### config.mk
export PLATFORM = sky130hd
export DESIGN_NAME = pit_channel
export DESIGN_NICKNAME = d
export VERILOG_FILES = /design/src/rtl/pit_pkg.sv /design/src/rtl/pit_decrement.sv /design/src/rtl/pit_half.sv /design/src/rtl/pit_ctrl.sv /design/src/rtl/pit_channel.sv
export SDC_FILE = /design/constraint.sdc
export NUM_CORES = 1
export LEC_CHECK = 0
export ABC_AREA = 1
export BUFFER_PORTS_ARGS = -buffer_cell sky130_fd_sc_hd__buf_4
export CORE_ASPECT_RATIO = 1.25
export CORE_MARGIN = 2
export CORE_UTILIZATION = 55
export CTS_BUF_LIST = sky130_fd_sc_hd__clkbuf_8
export CTS_CLUSTER_SIZE = 30
export DETAILED_ROUTE_END_ITERATION = 8
export GPL_TIMING_DRIVEN = 0
export PLACE_DENSITY_LB_ADDON = 0.12
export SLEW_MARGIN = 20
export SYNTH_ARGS = -nofsm -noshare
export SYNTH_HDL_FRONTEND = slang
export SYNTH_HIERARCHICAL = 1
export SYNTH_SLANG_ARGS = --single-unit
### constraint.sdc
create_clock -name clk -period 3.1 [get_ports clk]
set_input_delay 0.155 -clock clk [delete_from_list [all_inputs] [get_ports clk]]
set_output_delay 0.155 -clock clk [all_outputs]
set_load 0.005 [all_outputs]
### src/rtl/pit_pkg.sv
`timescale 1ns/1ps
package pit_pkg;

  typedef enum logic [2:0] {
    MODE_TC_FLAG   = 3'd0,
    MODE_ONESHOT   = 3'd1,
    MODE_RATE      = 3'd2,
    MODE_SQUARE    = 3'd3,
    MODE_SW_STROBE = 3'd4,
    MODE_HW_STROBE = 3'd5
  } pit_mode_e;

  localparam int DIGIT_W = 4;

endpackage

### src/rtl/pit_decrement.sv
`timescale 1ns/1ps
module pit_decrement #(
  parameter int CNT_W = 16
) (
  input  logic [CNT_W-1:0] cur_i,
  input  logic             bcd_i,
  output logic [CNT_W-1:0] nxt_o
);
  localparam int DIGITS = CNT_W / pit_pkg::DIGIT_W;

  // A digit borrows when every digit below it is zero; this avoids a ripple chain.
  for (genvar g = 0; g < DIGITS; g++) begin : g_digit
    logic [3:0] d;
    logic [3:0] wrap_val;
    logic       lower_zero;

    assign d        = cur_i[4*g +: 4];
    assign wrap_val = bcd_i ? 4'd9 : 4'hF;

    if (g == 0) begin : g_lsd
      assign lower_zero = 1'b1;
    end else begin : g_upper
      assign lower_zero = (cur_i[4*g-1:0] == '0);
    end

    assign nxt_o[4*g +: 4] = !lower_zero ? d :
                             (d == 4'd0) ? wrap_val : (d - 4'd1);
  end

endmodule

### src/rtl/pit_half.sv
`timescale 1ns/1ps
module pit_half #(
  parameter int CNT_W = 16
) (
  input  logic [CNT_W-1:0] val_i,
  input  logic             bcd_i,
  output logic [CNT_W-1:0] half_o
);
  localparam int DIGITS = CNT_W / pit_pkg::DIGIT_W;

  logic [CNT_W-1:0] bcd_half;
  logic [CNT_W-1:0] bcd_full_half;
  logic [CNT_W-1:0] bin_full_half;

  // Halving packed BCD: each digit halves, plus 5 if the digit above is odd.
  for (genvar g = 0; g < DIGITS; g++) begin : g_digit
    logic [3:0] d;
    logic       carry5;
    assign d = val_i[4*g +: 4];
    if (g == DIGITS - 1) begin : g_msd
      assign carry5 = 1'b0;
    end else begin : g_lower
      assign carry5 = val_i[4*(g+1)];
    end
    assign bcd_half[4*g +: 4] = {1'b0, d[3:1]} + (carry5 ? 4'd5 : 4'd0);
  end

  // A zero load stands for full scale; its half is 5 in the top digit or the top bit.
  assign bcd_full_half = {4'd5, {(CNT_W-4){1'b0}}};
  assign bin_full_half = {1'b1, {(CNT_W-1){1'b0}}};

  always_comb begin
    if (val_i == '0) begin
      half_o = bcd_i ? bcd_full_half : bin_full_half;
    end else begin
      half_o = bcd_i ? bcd_half : (val_i >> 1);
    end
  end

endmodule

### src/rtl/pit_ctrl.sv
`timescale 1ns/1ps
module pit_ctrl
  import pit_pkg::*;
#(
  parameter int CNT_W = 16
) (
  input  logic             clk,
  input  logic             rst,
  input  logic             load_stb_i,
  input  logic [2:0]       load_mode_i,
  input  logic [2:0]       mode_i,
  input  logic [CNT_W-1:0] hold_i,
  input  logic [CNT_W-1:0] half_i,
  input  logic [CNT_W-1:0] dec_i,
  input  logic             gate_i,
  output logic [CNT_W-1:0] cnt_q,
  output logic             out_q
);
  localparam logic [CNT_W-1:0] ONE = 1;

  logic             pend_q, run_q, armed_q, loaded_q, gate_q;
  logic             pend_n, run_n, armed_n, loaded_n, out_n;
  logic [CNT_W-1:0] cnt_n;
  logic             gate_rise;
  logic             edge_start;

  assign gate_rise = gate_i & ~gate_q;

  // Edge-started modes skip the copy cycle and wait for a gate edge.
  assign edge_start = (load_mode_i == MODE_ONESHOT) || (load_mode_i == MODE_HW_STROBE);

  always_comb begin
    cnt_n    = cnt_q;
    out_n    = out_q;
    pend_n   = pend_q;
    run_n    = run_q;
    armed_n  = armed_q;
    loaded_n = loaded_q;

    if (load_stb_i) begin
      loaded_n = 1'b1;
      run_n    = 1'b0;
      armed_n  = 1'b0;
      pend_n   = !edge_start;
      out_n    = (load_mode_i != MODE_TC_FLAG);
    end else if (pend_q) begin
      pend_n  = 1'b0;
      cnt_n   = hold_i;
      run_n   = 1'b1;
      armed_n = 1'b1;
      if (mode_i != MODE_TC_FLAG) out_n = 1'b1;
    end else begin
      case (pit_mode_e'(mode_i))
        MODE_TC_FLAG: begin
          if (run_q && gate_i) begin
            cnt_n = dec_i;
            if (dec_i == '0) out_n = 1'b1;
          end
        end
        MODE_ONESHOT: begin
          if (gate_rise && loaded_q) begin
            cnt_n = hold_i;
            out_n = 1'b0;
            run_n = 1'b1;
          end else if (run_q) begin
            cnt_n = dec_i;
            if (dec_i == '0) begin
              out_n = 1'b1;
              run_n = 1'b0;
            end
          end
        end
        MODE_RATE: begin
          if (!gate_i) begin
            out_n = 1'b1;
          end else if (gate_rise && loaded_q) begin
            cnt_n = hold_i;
            out_n = 1'b1;
            run_n = 1'b1;
          end else if (run_q) begin
            if (cnt_q == ONE) begin
              cnt_n = hold_i;
              out_n = 1'b0;
            end else begin
              cnt_n = dec_i;
              out_n = 1'b1;
            end
          end
        end
        MODE_SQUARE: begin
          if (!gate_i) begin
            out_n = 1'b1;
          end else if (gate_rise && loaded_q) begin
            cnt_n = hold_i;
            out_n = 1'b1;
            run_n = 1'b1;
          end else if (run_q) begin
            cnt_n = (cnt_q == ONE) ? hold_i : dec_i;
            out_n = (cnt_n == '0) || (cnt_n > half_i);
          end
        end
        MODE_SW_STROBE: begin
          out_n = 1'b1;
          if (run_q && gate_i) begin
            cnt_n = dec_i;
            if (armed_q && dec_i == '0) begin
              out_n   = 1'b0;
              armed_n = 1'b0;
            end
          end
        end
        MODE_HW_STROBE: begin
          out_n = 1'b1;
          if (gate_rise && loaded_q) begin
            cnt_n   = hold_i;
            run_n   = 1'b1;
            armed_n = 1'b1;
          end else if (run_q) begin
            cnt_n = dec_i;
            if (armed_q && dec_i == '0) begin
              out_n   = 1'b0;
              armed_n = 1'b0;
            end
          end
        end
        default: out_n = 1'b1;
      endcase
    end
  end

  always_ff @(posedge clk) begin
    if (rst) begin
      cnt_q    <= '0;
      out_q    <= 1'b1;
      pend_q   <= 1'b0;
      run_q    <= 1'b0;
      armed_q  <= 1'b0;
      loaded_q <= 1'b0;
      gate_q   <= 1'b0;
    end else begin
      cnt_q    <= cnt_n;
      out_q    <= out_n;
      pend_q   <= pend_n;
      run_q    <= run_n;
      armed_q  <= armed_n;
      loaded_q <= loaded_n;
      gate_q   <= gate_i;
    end
  end

  // the copy cycle moves the held count into the counter
  a_r2_copy_to_counter: assert property (@(posedge clk) disable iff (rst)
    (pend_q && !load_stb_i) |=> (cnt_q == $past(hold_i)));

  // a write in mode 000 drops the output on the next edge
  a_r3_low_after_write: assert property (@(posedge clk) disable iff (rst)
    (load_stb_i && load_mode_i == MODE_TC_FLAG) |=> !out_q);

  // once high in mode 000 the output stays high until a write
  a_r3_flag_sticky: assert property (@(posedge clk) disable iff (rst)
    (mode_i == MODE_TC_FLAG && out_q && !load_stb_i) |=> out_q);

  // a gate rise in the one-shot reloads and drops the output
  a_r4_trigger_reload: assert property (@(posedge clk) disable iff (rst)
    (mode_i == MODE_ONESHOT && loaded_q && gate_i && !gate_q && !load_stb_i)
      |=> (!out_q && cnt_q == $past(hold_i)));

  // count of one in the rate generator gives a low clock and a reload
  a_r5_rate_reload: assert property (@(posedge clk) disable iff (rst)
    (mode_i == MODE_RATE && run_q && !pend_q && gate_i && gate_q && !load_stb_i && cnt_q == ONE)
      |=> (!out_q && cnt_q == $past(hold_i)));

  // a strobe pulse lasts a single clock
  a_r7_strobe_one_clock: assert property (@(posedge clk) disable iff (rst)
    (!out_q && (mode_i == MODE_SW_STROBE || mode_i == MODE_HW_STROBE) && !load_stb_i) |=> out_q);

endmodule

### src/rtl/pit_channel.sv
`timescale 1ns/1ps
module pit_channel #(
  parameter int CNT_W = 16
) (
  input  logic             clk,
  input  logic             rst,
  input  logic [CNT_W-1:0] wr_count,
  input  logic             wr_strobe,
  input  logic [2:0]       wr_mode,
  input  logic             wr_bcd,
  input  logic             gate,
  output logic             tmr_out,
  output logic [CNT_W-1:0] count_now
);
  logic [CNT_W-1:0] hold_q, half_q, half_w, dec_w, cnt_w;
  logic [2:0]       mode_q;
  logic             bcd_q;
  logic             out_w;

  pit_half #(.CNT_W(CNT_W)) u_half (
    .val_i  (wr_count),
    .bcd_i  (wr_bcd),
    .half_o (half_w)
  );

  always_ff @(posedge clk) begin
    if (rst) begin
      hold_q <= '0;
      half_q <= '0;
      mode_q <= 3'd0;
      bcd_q  <= 1'b0;
    end else if (wr_strobe) begin
      hold_q <= wr_count;
      half_q <= half_w;
      mode_q <= wr_mode;
      bcd_q  <= wr_bcd;
    end
  end

  pit_decrement #(.CNT_W(CNT_W)) u_dec (
    .cur_i (cnt_w),
    .bcd_i (bcd_q),
    .nxt_o (dec_w)
  );

  pit_ctrl #(.CNT_W(CNT_W)) u_ctrl (
    .clk         (clk),
    .rst         (rst),
    .load_stb_i  (wr_strobe),
    .load_mode_i (wr_mode),
    .mode_i      (mode_q),
    .hold_i      (hold_q),
    .half_i      (half_q),
    .dec_i       (dec_w),
    .gate_i      (gate),
    .cnt_q       (cnt_w),
    .out_q       (out_w)
  );

  assign tmr_out   = out_w;
  assign count_now = cnt_w;

  // nothing counts before the first write after reset
  a_r1_idle_until_write: assert property (@(posedge clk) disable iff (rst)
    ($past(rst) && !wr_strobe) |=> (count_now == '0 && tmr_out));

endmodule

==> results of run 1 <==
## worst max-delay path by stage
| stage | cells past startpoint | to | from | slack, ps |
|---|---|---|---|---|
| after floorplan | 21 | u_ctrl/out_q$_SDFFE_PP1P_ | u_ctrl/cnt_q[0]$_SDFFE_PP0P_ | 600 |
| after global placement | 21 | u_ctrl/out_q$_SDFFE_PP1P_ | u_ctrl/cnt_q[4]$_SDFFE_PP0P_ | 60 |
| after detailed placement | 21 | u_ctrl/out_q$_SDFFE_PP1P_ | u_ctrl/cnt_q[4]$_SDFFE_PP0P_ | 2 |
| after CTS | 23 | u_ctrl/out_q$_SDFFE_PP1P_ | u_ctrl/cnt_q[4]$_SDFFE_PP0P_ | 80 |
| after global routing | 23 | u_ctrl/out_q$_SDFFE_PP1P_ | u_ctrl/cnt_q[4]$_SDFFE_PP0P_ | 20 |
| final | 22 | u_ctrl/out_q$_SDFFE_PP1P_ | u_ctrl/cnt_q[4]$_SDFFE_PP0P_ | 220 |
## metal layers
layer	GRT usage (%)	up-vias
met1	32.6	2332
li1	-	2711
met3	3.65	37
met4	14.4	0
met2	52.3	175
met5	0	-
## worst max-delay path, cell delays in order, from the launching register on
cell and delay, ps:
dfxtp_2 360, inv_2 70, ha_1 230, nand2_1 160, nor2_4 60, nand2_2 130
nor2_4 50, nand2_1 50, nand2_1 110, nand2_1 110, nand2_2 90, ha_1 300
nand2_1 60, inv_1 50, nand3_1 110, nor3_2 260, nand3_1 110, a21oi_1 170
nand2_1 80, nand2_1 50, nand2_1 60, nand2_1 60, nand2_1 50
## cells by family after synthesis
family	Yosys count
AO/OA/AOI/OAI	131
XOR/XNOR	1
adder cells (fa/ha/maj)	29
buffers and inverters	132
flip-flops	58
AND/OR/NAND/NOR	473
## power groups by stage
stage          logic, uW  clock network (uW)  registers, uW
6_report            1460                 667            876
4_1_cts             1420                 678            873
3_5_place_dp        1400                   0            889
2_1_floorplan       1060                   0            872
5_1_grt             1650                 707            885
3_3_place_gp        1370                   0            887
## layout make-up
class	count	area share [%]
Sequential cell	58	20.6
Multi-Input combinational cell	634	56.4
Clock inverter	7	1.10
Inverter	99	6.56
Buffer	33	4.93
Clock buffer	9	2.19
Tap cell	120	2.65
Timing Repair Buffer	42	5.61
## cells in the final DEF, fill, tap and decap left out, drive strengths merged, types with 18 or more instances in the layout
cell type	n
nand2	246
nor2	170
inv	101
buf	65
dfxtp	58
o21ai	52
a21oi	51
nand3	39
ha	29
clkbuf	18
## registers in the layout (all words and copies together), names as in the netlist
| signal | flops |
|---|---|
| half_q | 16 |
| hold_q | 16 |
| u_ctrl/cnt_q | 16 |
| mode_q | 3 |
| bcd_q | 1 |
| u_ctrl/armed_q | 1 |
| u_ctrl/gate_q | 1 |
| u_ctrl/loaded_q | 1 |
| u_ctrl/out_q | 1 |
| u_ctrl/pend_q | 1 |
| u_ctrl/run_q | 1 |
## through the flow
| stage | instances | power, uW | area [um^2] |
|---|---|---|---|
| finish | 1002 | 3010 | 5660 |
| global route | 1002 | 3240 | 5660 |
| floorplan | 824 | 1930 | 4960 |
| detailed placement | 984 | 2290 | 5410 |
| global placement | 984 | 2250 | 5410 |
| CTS | 1001 | 2970 | 5610 |
## timing repair
action | in CTS | in global routing
buffers inserted | 0 | 1
hold endpoints to repair | 1 | 0
gates resized for setup | 1 | 13
hold buffers | 1 | 0
endpoints found under the setup margin | 1 | 1
pin swaps | 0 | 2
cloned | 0 | 0
==> out/results.ini, run 1 <==
[detailed_routing]
vias = 5255
routed_wl_mm = 13.7
wl_met2_mm = 6.87
topRoutingLayerUsed = met4
wl_met3_um = 624
drc = 0
postRouteAntennaNets = 0
first_pass_iters = 5
wl_met1_mm = 5.78
drt_iter0_drc = 387
routedWlPerCell_um = 13.7
viasPerCell = 5.24

[min_path]
whs_path_depth = 3
min_from = gate
hold_class = primary input to flip-flop
hold_path_end = u_ctrl/gate_q$_SDFF_PP0_

[synthesis]
synthSimpleGateAreaFrac_pct = 41.4
avgSynthCellArea_um2 = 6.02
syn_inst = 824
syn_nets = 877
syn_area_mm2 = 0.00496
post-synth-top-area-cell = dfxtp_1
ys_ff_latch = 58
ys_warn_count = 6
synth_fa_ha_area_share_pct = 7.31
synth-seq-area-share_pct = 23.4
synth_top_flop_cell = dfxtp_1
synth_area_leaders = dfxtp_1, nand2_1, nor2_1, ha_1, inv_1
synthArstFlopShare_pct = 0
yosysUniqueCellTypes = 37
synth_xor_area_share_pct = 0.177
synth_compound_area_share_pct = 14.6
synth.mux.area_fraction_pct = 0
ys_top_cells_by_count = nand2_1, nor2_1, inv_1
yosysMostFrequentCell = nand2_1
synth_top_family_by_area = simple AND/OR/NAND/NOR gates
synth-edff-count = 0
synth_top_area_share_pct = 23.4

[pwr]
p_seq_share_pct = 29.1
p_per_area_mw_per_mm2 = 531
comb_power_share_pct = 48.7
p_switching_uw = 1290
total_leakage_power_uw = 0.00284
pwr-share-clk_pct = 22.2
netSwitchingFraction_pct = 42.9
ir_drop_v = 0.000190
p_int_uw = 1720

[setup_path]
required_ps = 3350
r2r-start = u_ctrl/cnt_q[4]$_SDFFE_PP0P_
r2r.worst_path.cells = 22
cp-end-kind = flip-flop
cp.arrival_ps = 3130
worst_setup_path_start_kind = flip-flop
critPathKind = flip-flop to flip-flop
path_max_fanout = 5
r2r_end = u_ctrl/out_q$_SDFFE_PP1P_
reg2reg_slack_ps = 220

[finish]
fin_util_pct = 64.7
seqCellArea_mm2 = 0.00116
n_fill_cell = 876
n_antenna_cell = 0
layout-drive-gt1-share_pct = 17.0
nets = 930
multi_input_area_mm2 = 0.00319
synthToLayoutAreaGrowth_pct = 14.1

[placed_design]
portBuffers = 40
hpwl_mm = 11.0
gp_congestion = 0.933
pre_cts_ws_ps = 2.31

[timing]
slew_headroom_pct = 61.9
period_share_pct = 93.0
max_freq_ghz = 0.347
worst_pin_slew_ps = 565
setup-tns-final_ps = 0
slew_violations = 0
layout_setup_ws_ps = 216
finalSetupViolations = 0
finClkSkew_ps = 10.4
rsz0062_at_grt = no
post-route-min-period_ps = 2880
whs_ps = 68.2
hold_viol = 0

[clocking]
cts_buffers = 9
clock_latency_ps = 350
clk_path_buf_depth = 2
cts_tree = yes
root_buffer = clkbuf_8
cts_sinks = 58
htree_levels = 3
clk_pin_slew_worst_paths_ps = 70

[floorplanning]
die_x_um = 88.9
fp-row-count = 38
initial_core_util_pct = 56.7
dieHeight_um = 110
core_mm2 = 0.00875
dieArea_mm2 = 0.00980
ios = 41

[grt]
grt_max_degree = 11
grt_pass1_wl_mm = 21.9
grt_use_total_pct = 28.8
grt-ovfl-total = 0
antenna_found_initial = 0
grt_pass1_vias = 4702

[flow_run]
maxCapViolCount = 0

[outcome]
status = finished clean

Power figures use the tool's default switching activity.
==> inputs of run 2 (changes only) <==
CORE_ASPECT_RATIO = default   (was 1.25)
==> out/results.ini, run 2 (synthesis results as in run 1) <==
[detailed_routing]
viasPerCell = 5.26
drc = 0
vias = 5222
drt_iter0_drc = 317
first_pass_iters = 5
postRouteAntennaNets = 0
routedWlPerCell_um = 14.0
routed_wl_mm = 13.9

[timing]
period_share_pct = 94.0
slew_headroom_pct = 63.6
hold_viol = 0
max_freq_ghz = 0.343
post-route-min-period_ps = 2910
finalSetupViolations = 0
slew_violations = 0
worst_pin_slew_ps = 546
finClkSkew_ps = 10.3

[grt]
grt_max_degree = 11
grt_use_total_pct = 29.5
antenna_found_initial = 0
grt_pass1_vias = 4966
grt_pass1_wl_mm = 23.6
grt-ovfl-total = 0

[floorplanning]
initial_core_util_pct = 56.9
core_mm2 = 0.00872
die_x_um = 99.0
dieArea_mm2 = 0.00980
ios = 41
fp-row-count = 34
dieHeight_um = 99.0

[pwr]
netSwitchingFraction_pct = 44.3
comb_power_share_pct = 49.9
total_leakage_power_uw = 0.00285
totalPowerFinal_uw = 3000
ir_drop_v = 0.000236
p_int_uw = 1670
p_per_area_mw_per_mm2 = 532
p_seq_share_pct = 29.3
pwr-share-clk_pct = 20.8
p_switching_uw = 1330

[finish]
fin_cells = 992
final_cell_mix = nand2_1, nor2_1, inv_1
n_antenna_cell = 0
final_common_cell = nand2_1
top_regs = half_q (16), hold_q (16), u_ctrl/cnt_q (16)
nets = 932
synthToLayoutAreaGrowth_pct = 13.6
layout-drive-gt1-share_pct = 17.1

[clocking]
clock_latency_ps = 340
root_buffer = clkbuf_8
clk_path_buf_depth = 2
htree_levels = 3
cts_buffers = 9
cts_sinks = 58
clk_pin_slew_worst_paths_ps = 70
cts_tree = yes

[setup_path]
cp.arrival_ps = 3150
crit_chain = inv_1 > ha_2 > nand3_2 > nor2_4 > nand2_4 > nand2_1 > nand2_2 > nand2_1 > nand2_1 > ha_1 > nand2_1 > inv_1 > nand3_2 > nor3_4 > nand3_1 > a21oi_1 > nand2_1 > nand2_1 > nand2_1 > nand2_1 > nand2_1
r2r.worst_path.cells = 21
worst-path-buf-inv = 2
cpPeakStageDelay_ps = 360
reg2reg_slack_ps = 190
r2r-start = u_ctrl/cnt_q[0]$_SDFFE_PP0P_
required_ps = 3340
crit_top_cell = nand2_1
r2r_end = u_ctrl/out_q$_SDFFE_PP1P_
crit_family = simple AND/OR/NAND/NOR gates
critPathKind = flip-flop to flip-flop
path_max_fanout = 6
cp-end-kind = flip-flop
crit_path_top_delay_cell = dfxtp_2
worst_setup_path_start_kind = flip-flop

[flow_run]
maxCapViolCount = 0

[placed_design]
gp_congestion = 0.940
portBuffers = 40
dp_cells = 972
hpwl_mm = 11.0

[outcome]
status = finished clean

[min_path]
min_from = gate
whs_path_depth = 3
hold_path_end = u_ctrl/gate_q$_SDFF_PP0_
hold_class = primary input to flip-flop

-- run 2: changes by cell type in the layout (fill, tap and decap cells not counted), moves of 2 or more --
cell     before  now
buf_4        42   44
dfxtp_1      55   57
dfxtp_2       3    1
nand3_2       3    5
-- run 2: metrics by stage --
| stage | setup TNS (ps) | util (%) | hold WS [ps] | area, um^2 | worst slack [ps] |
|---|---|---|---|---|---|
| 2_1_floorplan | 0 | - | 253 | 4960 | 604 |
| 6_report | 0 | 64.6 | 72.1 | 5630 | 187 |
| 4_1_cts | 0 | 64.0 | 61.9 | 5580 | 73.7 |
| 3_5_place_dp | -14.5 | 61.9 | 363 | 5400 | -14.5 |
| 5_1_grt | -23.9 | 64.6 | 87.9 | 5630 | -23.9 |
| 3_3_place_gp | 0 | 61.9 | 361 | 5400 | 27.2 |
-- run 2: metal layers --
| layer | up-vias | track usage [%] | part of all wire, % |
|---|---|---|---|
| met5 | - | 0 | 0 |
| li1 | 2723 | - | - |
| met2 | 153 | 52.4 | 49 |
| met1 | 2322 | 37.4 | 45 |
| met4 | 0 | 9.59 | 1.7 |
| met3 | 24 | 3.05 | 4.2 |
-- run 2: timing repair --
| item | in CTS | in global routing |
|---|---|---|
| cloned | 0 | 0 |
| setup buffers | 0 | 3 |
| gates resized for setup | 1 | 10 |
| pin swaps | 0 | 2 |
| setup endpoints to repair | 1 | 1 |
| hold buffers | 1 | 0 |
| endpoints found under the hold margin | 1 | 0 |
-- run 2: power by group through the flow --
stage | logic, uW | registers, uW | clock network, uW
after floorplan | 1060 | 872 | 0
after global placement | 1370 | 889 | 0
after detailed placement | 1410 | 892 | 0
after CTS | 1420 | 875 | 630
after global routing | 1690 | 887 | 657
final | 1500 | 877 | 624
-- run 2: tightest hold or removal path, cell delays in order --
cell	delay (ps)
buf_4	130
inv_1	50
nor2_1	30
-- run 2: worst max path at each step --
| stage | start | endpoint | cells after the start |
|---|---|---|---|
| final | u_ctrl/cnt_q[0]$_SDFFE_PP0P_ | u_ctrl/out_q$_SDFFE_PP1P_ | 21 |
| after global routing | u_ctrl/cnt_q[8]$_SDFFE_PP0P_ | u_ctrl/out_q$_SDFFE_PP1P_ | 21 |
| after detailed placement | u_ctrl/cnt_q[4]$_SDFFE_PP0P_ | u_ctrl/out_q$_SDFFE_PP1P_ | 21 |
| after CTS | u_ctrl/cnt_q[4]$_SDFFE_PP0P_ | u_ctrl/out_q$_SDFFE_PP1P_ | 22 |
| after global placement | u_ctrl/cnt_q[4]$_SDFFE_PP0P_ | u_ctrl/out_q$_SDFFE_PP1P_ | 21 |
| after floorplan | u_ctrl/cnt_q[0]$_SDFFE_PP0P_ | u_ctrl/out_q$_SDFFE_PP1P_ | 21 |
-- run 2: area by class of cell --
cell class	count	area, um^2
inverter	99	372
tap	108	135
buffer	33	279
timing repair buffer	44	333
clock buffer	10	138
fill	854	3090
clock inverter	6	33.8
multi-input combinational	634	3180
sequential	58	1160
==> inputs of run 3 (changes only) <==
CORE_UTILIZATION = 59   (was 55)
==> out/results.ini, run 3 (synthesis results as in run 1) <==
[timing]
post-route-min-period_ps = 2880
slew_headroom_pct = 64.6
rsz0062_at_grt = no
finClkSkew_ps = 8.53
setup-tns-final_ps = 0
finalSetupViolations = 0
max_freq_ghz = 0.347
slew_violations = 0
worst_pin_slew_ps = 526
hold_viol = 0
period_share_pct = 93.0

[detailed_routing]
drt_iter0_drc = 330
routedWlPerCell_um = 14.1
postRouteAntennaNets = 0
routed_wl_mm = 13.9
first_pass_iters = 5
vias = 5352
drc = 0
viasPerCell = 5.43

[finish]
top_regs = half_q (16), hold_q (16), u_ctrl/cnt_q (16)
synthToLayoutAreaGrowth_pct = 14.3
seqCellArea_mm2 = 0.00116
n_antenna_cell = 0
layout-drive-gt1-share_pct = 16.5
final_cell_mix = nand2_1, nor2_1, inv_1
n_fill_cell = 752
nets = 930
final_common_cell = nand2_1
fin_util_pct = 69.4
multi_input_area_mm2 = 0.00318

[placed_design]
gp_congestion = 0.974
hpwl_mm = 11.0
portBuffers = 40

[clocking]
cts_sinks = 58
root_buffer = clkbuf_8
cts_tree = yes
cts_buffers = 9
htree_levels = 3
clk_pin_slew_worst_paths_ps = 70
clk_path_buf_depth = 2
clock_latency_ps = 340

[setup_path]
cp.arrival_ps = 3120
critPathKind = flip-flop to flip-flop
worst_setup_path_start_kind = flip-flop
cp-end-kind = flip-flop
r2r.worst_path.cells = 22
path_max_fanout = 6
required_ps = 3340

[pwr]
p_per_area_mw_per_mm2 = 564
total_leakage_power_uw = 0.00286
totalPowerFinal_uw = 3200
ir_drop_v = 0.000254

[grt]
grt-ovfl-total = 0
grt_max_degree = 11
grt_pass1_wl_mm = 22.5
antenna_found_initial = 0
grt_use_total_pct = 31.3
grt_pass1_vias = 4837

[floorplanning]
initial_core_util_pct = 60.7
dieHeight_um = 95.7
core_mm2 = 0.00818
fp-row-count = 33
dieArea_mm2 = 0.00916
die_x_um = 95.7
ios = 41

[flow_run]
maxCapViolCount = 0

[min_path]
whs_path_depth = 3
hold_class = primary input to flip-flop

[outcome]
status = finished clean

run 3: routing by layer:
metal / vias up / part of all wire (%) / GRT usage, %
met5: - / 0 / 0
met3: 20 / 5.0 / 4.78
met2: 185 / 49 / 56.3
li1: 2712 / - / -
met1: 2435 / 44 / 38.6
met4: 0 / 1.6 / 8.93
run 3: power by group:
part,internal (uW),switching [uW],total [uW]
Clock,526,300,826
Sequential,805,73.9,879
Combinational,552,944,1500
Total,1880,1320,3200
run 3: final timing paths:
| path | startpoint | slack [ps] | endpoint |
|---|---|---|---|
| setup / recovery | u_ctrl/cnt_q[0]$_SDFFE_PP0P_ | 220 | u_ctrl/out_q$_SDFFE_PP1P_ |
| setup reg to reg | u_ctrl/cnt_q[0]$_SDFFE_PP0P_ | 220 | u_ctrl/out_q$_SDFFE_PP1P_ |
| hold / removal | wr_mode[1] | 70 | u_ctrl/pend_q$_SDFF_PP0_ |
| hold reg to reg | half_q[15]$_SDFFE_PP0P_ | 470 | half_q[15]$_SDFFE_PP0P_ |
run 3: what timing repair did:
action,4_1_cts,5_1_grt
endpoints found under the hold margin,1,0
hold buffers,1,0
endpoints found under the setup margin,0,1
gates resized for setup,0,10
setup buffers,0,1
run 3: final cells by class:
cell class | instances | area share [%]
Buffer | 33 | 4.92
Clock buffer | 9 | 2.18
Clock inverter | 6 | 1.90
Inverter | 99 | 6.55
Multi-Input combinational cell | 634 | 56.1
Sequential cell | 58 | 20.5
Tap cell | 105 | 2.32
Timing Repair Buffer | 42 | 5.60
run 3: stage by stage:
| stage | cell area (um^2) | cells | setup slack (ps) | hold slack (ps) |
|---|---|---|---|---|
| 2_1_floorplan | 4960 | 824 | 604 | 253 |
| 3_3_place_gp | 5390 | 969 | 121 | 362 |
| 3_5_place_dp | 5390 | 969 | 90.9 | 363 |
| 4_1_cts | 5630 | 985 | 60.3 | 59.2 |
| 5_1_grt | 5670 | 986 | 24.4 | 85.3 |
| 6_report | 5670 | 986 | 217 | 70.6 |
run 3: worst max-delay path: stages (launching register included):
cell,delay [ps]
dfxtp_1,390
inv_1,100
ha_2,210
nand3_2,150
nor2_4,240
nand2_4,80
nand2_1,60
nand2_1,110
nand2_1,110
nand2_2,90
ha_1,300
nand2_1,100
inv_1,60
nand3_2,90
inv_1,60
a21oi_2,170
nand2_1,70
a21oi_1,120
nand2_1,80
nand2_1,60
nand2_1,50
nand2_1,60
nand2_1,40
